File: config.mk
export PLATFORM = sky130hd
export DESIGN_NAME = jump_resolver
export DESIGN_NICKNAME = d
export VERILOG_FILES = /design/src/rtl/jres_pkg.sv /design/src/rtl/jres_cond_eval.sv /design/src/rtl/jres_target.sv /design/src/rtl/jump_resolver.sv
export SDC_FILE = /design/constraint.sdc
export NUM_CORES = 1
export LEC_CHECK = 0
export ABC_AREA = 1
export ABC_CLOCK_PERIOD_IN_PS = 800
export BUFFER_PORTS_ARGS = -buffer_cell sky130_fd_sc_hd__buf_2
export CAP_MARGIN = 30
export CORE_UTILIZATION = 54
export DETAILED_ROUTE_END_ITERATION = 10
export MAX_ROUTING_LAYER = met4
export PLACE_DENSITY = 0.82
export SLEW_MARGIN = 30
export SYNTH_ARGS = -nofsm -noshare
export SYNTH_HDL_FRONTEND = slang
export SYNTH_SLANG_ARGS = --single-unit
File: constraint.sdc
create_clock -name clk -period 0.8 [get_ports clk]
set_input_delay 0.04 -clock clk [delete_from_list [all_inputs] [get_ports clk]]
set_output_delay 0.04 -clock clk [all_outputs]
set_load 0.01 [all_outputs]
File: src/rtl/jres_pkg.sv
package jres_pkg;

  typedef struct packed {
    logic ovf;
    logic sgn;
    logic zero;
    logic carry;
  } flags_t;

  typedef enum logic [3:0] {
    C_ALWAYS = 4'd0,  C_CALL  = 4'd1,
    C_CARRY  = 4'd2,  C_NCARRY = 4'd3,
    C_ZERO   = 4'd4,  C_NZERO = 4'd5,
    C_SIGN   = 4'd6,  C_NSIGN = 4'd7,
    C_OVF    = 4'd8,  C_NOVF  = 4'd9,
    C_ABOVE  = 4'd10, C_NABOVE = 4'd11,
    C_LESS   = 4'd12, C_NLESS = 4'd13,
    C_GREAT  = 4'd14, C_NGREAT = 4'd15
  } cond_e;

  // Each even/odd code pair shares one base test; the low bit inverts it.
  // Pair 0 (always, call) has no inversion.
  function automatic logic pair_base(input logic [2:0] pair, input flags_t f);
    logic b;
    case (pair)
      3'd0: b = 1'b1;
      3'd1: b = f.carry;
      3'd2: b = f.zero;
      3'd3: b = f.sgn;
      3'd4: b = f.ovf;
      3'd5: b = !f.carry && !f.zero;
      3'd6: b = f.sgn ^ f.ovf;
      default: b = !f.zero && (f.sgn == f.ovf);
    endcase
    return b;
  endfunction

  function automatic logic cond_met(input logic [3:0] code, input flags_t f);
    logic inv;
    inv = code[0] && (code[3:1] != 3'd0);
    return pair_base(code[3:1], f) ^ inv;
  endfunction

  function automatic logic [31:0] sext32(input logic [15:0] d);
    return {{16{d[15]}}, d};
  endfunction

endpackage

File: src/rtl/jres_cond_eval.sv
module jres_cond_eval
  import jres_pkg::*;
(
  input  logic [3:0] cond,
  input  flags_t     flags,
  output logic       hit,
  output logic       is_call
);
  assign hit     = cond_met(cond, flags);
  assign is_call = (cond == C_CALL);
endmodule

File: src/rtl/jres_target.sv
module jres_target #(
  parameter int ADDR_W = 32,
  parameter int DISP_W = 16
) (
  input  logic              use_reg,
  input  logic [ADDR_W-1:0] src_val,
  input  logic [ADDR_W-1:0] ip_next,
  input  logic [DISP_W-1:0] disp,
  output logic [ADDR_W-1:0] target
);
  localparam int EXT_W = ADDR_W - DISP_W;

  logic [ADDR_W-1:0] disp_x;
  logic [ADDR_W-1:0] base;

  generate
    if (EXT_W > 0) begin : g_ext
      assign disp_x = {{EXT_W{disp[DISP_W-1]}}, disp};
    end else begin : g_noext
      assign disp_x = disp[ADDR_W-1:0];
    end
  endgenerate

  assign base   = use_reg ? src_val : ip_next;
  assign target = base + disp_x;
endmodule

File: src/rtl/jump_resolver.sv
module jump_resolver
  import jres_pkg::*;
#(
  parameter int ADDR_W   = 32,
  parameter int DISP_W   = 16,
  parameter int REG_W    = 4,
  parameter int LINK_REG = 14
) (
  input  logic              clk,
  input  logic              rst_n,
  input  logic              in_valid,
  input  logic [3:0]        cond,
  input  logic [3:0]        flags,
  input  logic [ADDR_W-1:0] ip_next,
  input  logic              use_reg,
  input  logic [ADDR_W-1:0] src_val,
  input  logic [DISP_W-1:0] disp,
  output logic              out_valid,
  output logic              taken,
  output logic [ADDR_W-1:0] next_ip,
  output logic              link_we,
  output logic [REG_W-1:0]  link_idx,
  output logic [ADDR_W-1:0] link_data
);
  localparam logic [REG_W-1:0] LINK_IDX = REG_W'(LINK_REG);

  flags_t            flg;
  logic              cond_hit;
  logic              call_req;
  logic [ADDR_W-1:0] jump_tgt;

  assign flg = flags;

  jres_cond_eval u_cond (
    .cond    (cond),
    .flags   (flg),
    .hit     (cond_hit),
    .is_call (call_req)
  );

  jres_target #(.ADDR_W(ADDR_W), .DISP_W(DISP_W)) u_tgt (
    .use_reg (use_reg),
    .src_val (src_val),
    .ip_next (ip_next),
    .disp    (disp),
    .target  (jump_tgt)
  );

  assign link_idx = LINK_IDX;

  always_ff @(posedge clk or negedge rst_n) begin
    if (!rst_n) begin
      out_valid <= 1'b0;
      taken     <= 1'b0;
      link_we   <= 1'b0;
      next_ip   <= '0;
      link_data <= '0;
    end else begin
      out_valid <= in_valid;
      taken     <= in_valid && cond_hit;
      link_we   <= in_valid && call_req;
      if (in_valid) begin
        next_ip   <= cond_hit ? jump_tgt : ip_next;
        link_data <= ip_next;
      end
    end
  end


  always_taken_chk: assert property (@(posedge clk) disable iff (!rst_n)
    in_valid && (cond[3:1] == 3'd0) |=> taken);


  above_chk: assert property (@(posedge clk) disable iff (!rst_n)
    in_valid && cond == 4'd10 && !flags[0] && !flags[1] |=> taken);


  greater_chk: assert property (@(posedge clk) disable iff (!rst_n)
    in_valid && cond == 4'd14 && flags[1] |=> !taken);


  fallthru_chk: assert property (@(posedge clk) disable iff (!rst_n)
    out_valid && !taken |-> next_ip == $past(ip_next) && !link_we);


  rel_target_chk: assert property (@(posedge clk) disable iff (!rst_n)
    in_valid && cond == 4'd0 && !use_reg
    |=> next_ip == $past(ip_next) + ADDR_W'($signed(disp)));


  call_link_chk: assert property (@(posedge clk) disable iff (!rst_n)
    in_valid && cond == 4'd1 |=> link_we && taken && link_data == $past(ip_next));


  link_only_call_chk: assert property (@(posedge clk) disable iff (!rst_n)
    in_valid && cond != 4'd1 |=> !link_we);


  idle_chk: assert property (@(posedge clk) disable iff (!rst_n)
    !in_valid |=> !out_valid && !taken && !link_we);

endmodule

==> flow_metrics.tcl, run 1 <==
set metrics [dict create \
    outcome "did not finish" \
    lastStage "global routing" \
    firstError "[ERROR GRT-0232] Routing congestion too high. Check the congestion heatmap in the GUI." \
    repair-timing-grt-worst-ep "next_ip[31]$_DFFE_PN0P_/D" \
    ys_seq_elements 67 \
    h-tree-depth 3 \
    fp.dieH_microns 105 \
    async_flop_share 1.00 \
    grt_util_all_layers 0.792 \
    start_util 0.556 \
    yosysSeqAreaShare 0.294 \
    placed_area_sq_um 7720 \
    worstEndpointType "register input" \
    cts_root_buffer "clkbuf_8" \
    clkSinkCount 67 \
    synth_enable_flop_cells 0 \
    clock_path_buffers 2 \
    port-buffer-count 158 \
    yosysTopAreaCellShare 0.298 \
    gp_congestion 0.970 \
    grt_max_degree 68 \
    yosys.area.top_type "nand2_1" \
    synth_area_leaders "nand2_1, dfrtp_1, inv_1" \
    grt_overflow 80 \
    avgSynthCellArea_sq_um 6.15 \
    synthFlopType "dfrtp_1" \
    cts_inserted_buffers 9 \
    dieWidth_microns 105 \
    pin_count 163 \
    syn_inst 928 \
    yosysWarnings 0 \
    dpl.hpwl_microns 14700 \
    synth_cell_types 33 \
    placed_cells 1278 \
    syn_area_sq_um 5710 \
    fp-row-count 37 \
]
==> synth_stat cells, types with 3 or more instances <==
cell type  instances
nor2_1            38
nor3_1             4
nand2_1          453
nand3b_1           3
o21ai_0           22
dfrtp_1           67
and2_1             6
nand2_2            3
buf_4              7
a21oi_1           20
ha_1              31
nand4_1            6
clkbuf_1          14
xnor2_1           14
buf_1              3
nand3_1           64
inv_1            131
mux2_2            21
==> per-layer routing <==
metal,track usage,overflow
met1,0.781,2
met4,0.839,28
met3,0.540,1
met5,-,-
met2,0.975,49
==> metrics by stage <==
| step | worst slack [ns] | util | TNS (ns) |
|---|---|---|---|
| floorplan | -1.07 | - | -28.87 |
| global placement | -1.40 | 0.752 | -38.70 |
| detailed placement | -1.43 | 0.752 | -39.70 |
| CTS | -0.862 | 0.861 | -31.34 |
==> cells by family after synthesis <==
group | after synthesis | synth area share
fa+ha+maj | 32 | 0.0714
flops | 67 | 0.294
buf+inv | 159 | 0.112
simple gates | 586 | 0.415
mux | 21 | 0.0414
xor+xnor | 15 | 0.0230
compound gates | 46 | 0.0423
other cells | 2 | 0.00132
==> repair_timing <==
| item | CTS |
|---|---|
| pin swaps | 62 |
| resized for setup | 130 |
| gates cloned | 1 |
| hold buffers | 21 |
| endpoints found under the hold margin | 87 |
| setup buffers | 31 |
| setup endpoints to repair | 100 |
==> run 2, diff against run 1 <==
--- a/config.mk
+++ b/config.mk
@@ -9,10 +9,9 @@
 export ABC_CLOCK_PERIOD_IN_PS = 800
 export BUFFER_PORTS_ARGS = -buffer_cell sky130_fd_sc_hd__buf_2
 export CAP_MARGIN = 30
-export CORE_UTILIZATION = 54
+export CORE_UTILIZATION = 40
 export DETAILED_ROUTE_END_ITERATION = 10
-export MAX_ROUTING_LAYER = met4
-export PLACE_DENSITY = 0.82
+export PLACE_DENSITY_LB_ADDON = 0.15
 export SLEW_MARGIN = 30
 export SYNTH_ARGS = -nofsm -noshare
 export SYNTH_HDL_FRONTEND = slang
==> run 2 against run 1 <==
Against the previous run:
- the flow now finishes, with violations (negative setup slack)
- synthesized area is the same
- synthesized cell count is the same
==> flow_metrics.tcl, run 2 <==
set metrics [dict create \
    outcome "finished, violations left" \
    failed_checks "negative setup slack" \
    clkTransAtPathRegs_ns 0.06 \
    final_common_cell "nand2_1" \
    final_cell_mix "nand2_1, buf_2, buf_4" \
    worstSetupStartpointType "input pin" \
    n_antenna_cell 0 \
    setup_viol 102 \
    clkSinkCount 67 \
    core_region_area_sq_um 13900 \
    area_growth_pct 66.4 \
    critPathRequiredTime_ns 1.03 \
    period_share 2.11 \
    pin_count 163 \
    yosys.area.top_type "nand2_1" \
    p_leak_uw 0.00540 \
    maxSlewViolCount 0 \
    synth_cell_types 33 \
    drv_cap 0 \
    cts_tree "yes" \
    synthXorXnorAreaFrac 0.0230 \
    yosys.area_share.simple 0.415 \
    peakVddDrop_uv 1070 \
    clk_latency_ns 0.34 \
    dpl_worst_slack_ns -1.49 \
    antenna_found_initial 0 \
    synth_area_leaders "nand2_1, dfrtp_1, inv_1" \
    drt_iter0_drc 281 \
    port-buffer-count 158 \
    grt_overflow 0 \
    yosysTopAreaCellShare 0.298 \
    yosysSeqAreaShare 0.294 \
    crit_chain "buf_12, mux2_4, ha_4, fa_2, nand3_2, nand3_4, nand3_2, nand3b_1, nand2_2, nand2_1, nand2_1, nand3_1, nand2_1, nand2_1" \
    finClkSkew_ns 0 \
    syn_area_sq_um 5710 \
    gp_congestion 0.941 \
    p_per_area_nw_per_um2 1600 \
    wl_per_cell_microns 14.5 \
    fp.dieH_microns 121 \
    avgSynthCellArea_sq_um 6.15 \
    grt_pass1_vias 6450 \
    yosysWarnings 0 \
    drive_gt1_frac 0.450 \
    fp-row-count 43 \
    yosysMostFrequentCell "nand2_1" \
    vias 6697 \
    hold_viol 0 \
    worst_path_max_delay_cell "fa_2" \
    cp.arrival_ns 1.92 \
    ant_nets 0 \
    synth_fa_ha_area_frac 0.0714 \
    finalSetupTns_ns -30.66 \
    synthMuxAreaShare 0.0414 \
    grt_pass1_wl_microns 31900 \
    max_freq_mhz 592 \
    dpl.hpwl_microns 14900 \
    post-route-drc-count 0 \
    reg.largest.list "link_data x32, next_ip x32" \
    critPathKind "input pin to flop" \
    syn_inst 928 \
    yosys-top-cells-count "nand2_1, inv_1, dfrtp_1" \
    wl_microns 20500 \
    synth_top_family_by_area "simple AND/OR/NAND/NOR gates" \
    start_util 0.411 \
    grt_util_all_layers 0.283 \
    synthFlopType "dfrtp_1" \
    synth_enable_flop_cells 0 \
    drtPass1Iterations 6 \
    cts_inserted_buffers 9 \
    die-area_sq_um 14800 \
    cpMostUsedCell "nand2_1" \
    layout_min_cycle_time_ns 1.69 \
    synth_compound_area_frac 0.0423 \
    viasPerCell 4.72 \
    dieWidth_microns 121 \
    async_flop_share 1.00 \
    clock_path_buffers 2 \
    hold_class "input pin to flop" \
    ys_seq_elements 67 \
    grt_max_degree 68 \
    setup_ws_ns -0.890 \
    final_nets 1357 \
    cp-end-kind "flop" \
    h-tree-depth 3 \
    cp_max_fo 6 \
    cts_root_buffer "clkbuf_16" \
    grt_setup_unrepaired "true" \
    cpPeakStageDelay_ns 0.37 \
]
## run 2: cell counts after synthesis
No cell type changed its count.
## run 2: layout make-up
type / instances / area [sq um]
Clock buffer: 12 / 256
Tap cell: 180 / 225
Sequential cell: 67 / 1680
Fill cell: 1232 / 4380
Inverter: 132 / 495
Timing Repair Buffer: 318 / 2280
Multi-Input combinational cell: 705 / 4540
Clock inverter: 4 / 25.0
## run 2: per-layer routing
layer | global-route usage | vias to the layer above | share of wire
met2 | 0.470 | 180 | 0.46
li1 | - | 3457 | -
met4 | 0.0980 | 0 | 0.023
met1 | 0.376 | 3030 | 0.47
met5 | 0 | - | 0
met3 | 0.0338 | 30 | 0.052
## run 2: kinds of logic (layout without fill, tap and decap cells)
logic type	count (synthesis)	after routing
compound gates	46	46
xor+xnor	15	15
fa+ha+maj	32	32
buf+inv	159	466
flops	67	67
mux	21	21
other cells	2	4
simple gates	586	587
## run 2: worst max-delay path: cells and delay by family
| kind | cells | cell delay (ns) |
|---|---|---|
| AND/OR/NAND/NOR | 10 | 0.88 |
| adder cells (fa/ha/maj) | 2 | 0.54 |
| multiplexers | 1 | 0.32 |
| buffers and inverters | 1 | 0.13 |
## run 2: worst paths after layout
kind | startpoint | end | slack (ns) | depth (start not counted)
max in group asynchronous | rst_n | link_data[20]$_DFFE_PN0P_ | 0.25 | 3
worst max-delay path | use_reg | next_ip[20]$_DFFE_PN0P_ | -0.89 | 14
worst max register to register | link_data[1]$_DFFE_PN0P_ | link_data[1]$_DFFE_PN0P_ | -0.05 | 4
worst min-delay path | ip_next[20] | link_data[20]$_DFFE_PN0P_ | 0.03 | 4
min in group asynchronous | rst_n | out_valid$_DFF_PN0_ | 0.26 | 3
worst min register to register | link_data[20]$_DFFE_PN0P_ | link_data[20]$_DFFE_PN0P_ | 0.46 | 2
## run 2: through the flow
step                      hold WS (ns)  utilization  total power, uW  instances  instance area, sq um
after global routing            0.0434        0.684            16100       1418                  9500
after CTS                       0.0186        0.644            14500       1396                  8940
after global placement          0.0962        0.558             9690       1329                  7740
after floorplan                 -0.256            -             7510        930                  6210
final                           0.0271        0.684            15200       1418                  9500
after detailed placement        0.0976        0.558             9720       1329                  7740
## run 2: timing repair
item,4_1_cts,5_1_grt
resized for setup,131,105
buffers inserted,33,23
hold buffers,16,0
endpoints found under the hold margin,82,0
gates cloned,3,0
pin swaps,65,40
endpoints found under the setup margin,100,100
## run 2: power by group
| part | switching [uW] | internal, uW |
|---|---|---|
| combinational | 3830 | 3400 |
| sequential | 259 | 3860 |
| clock | 1590 | 2260 |
| total | 5680 | 9520 |
(Power assumes the default switching activity.)
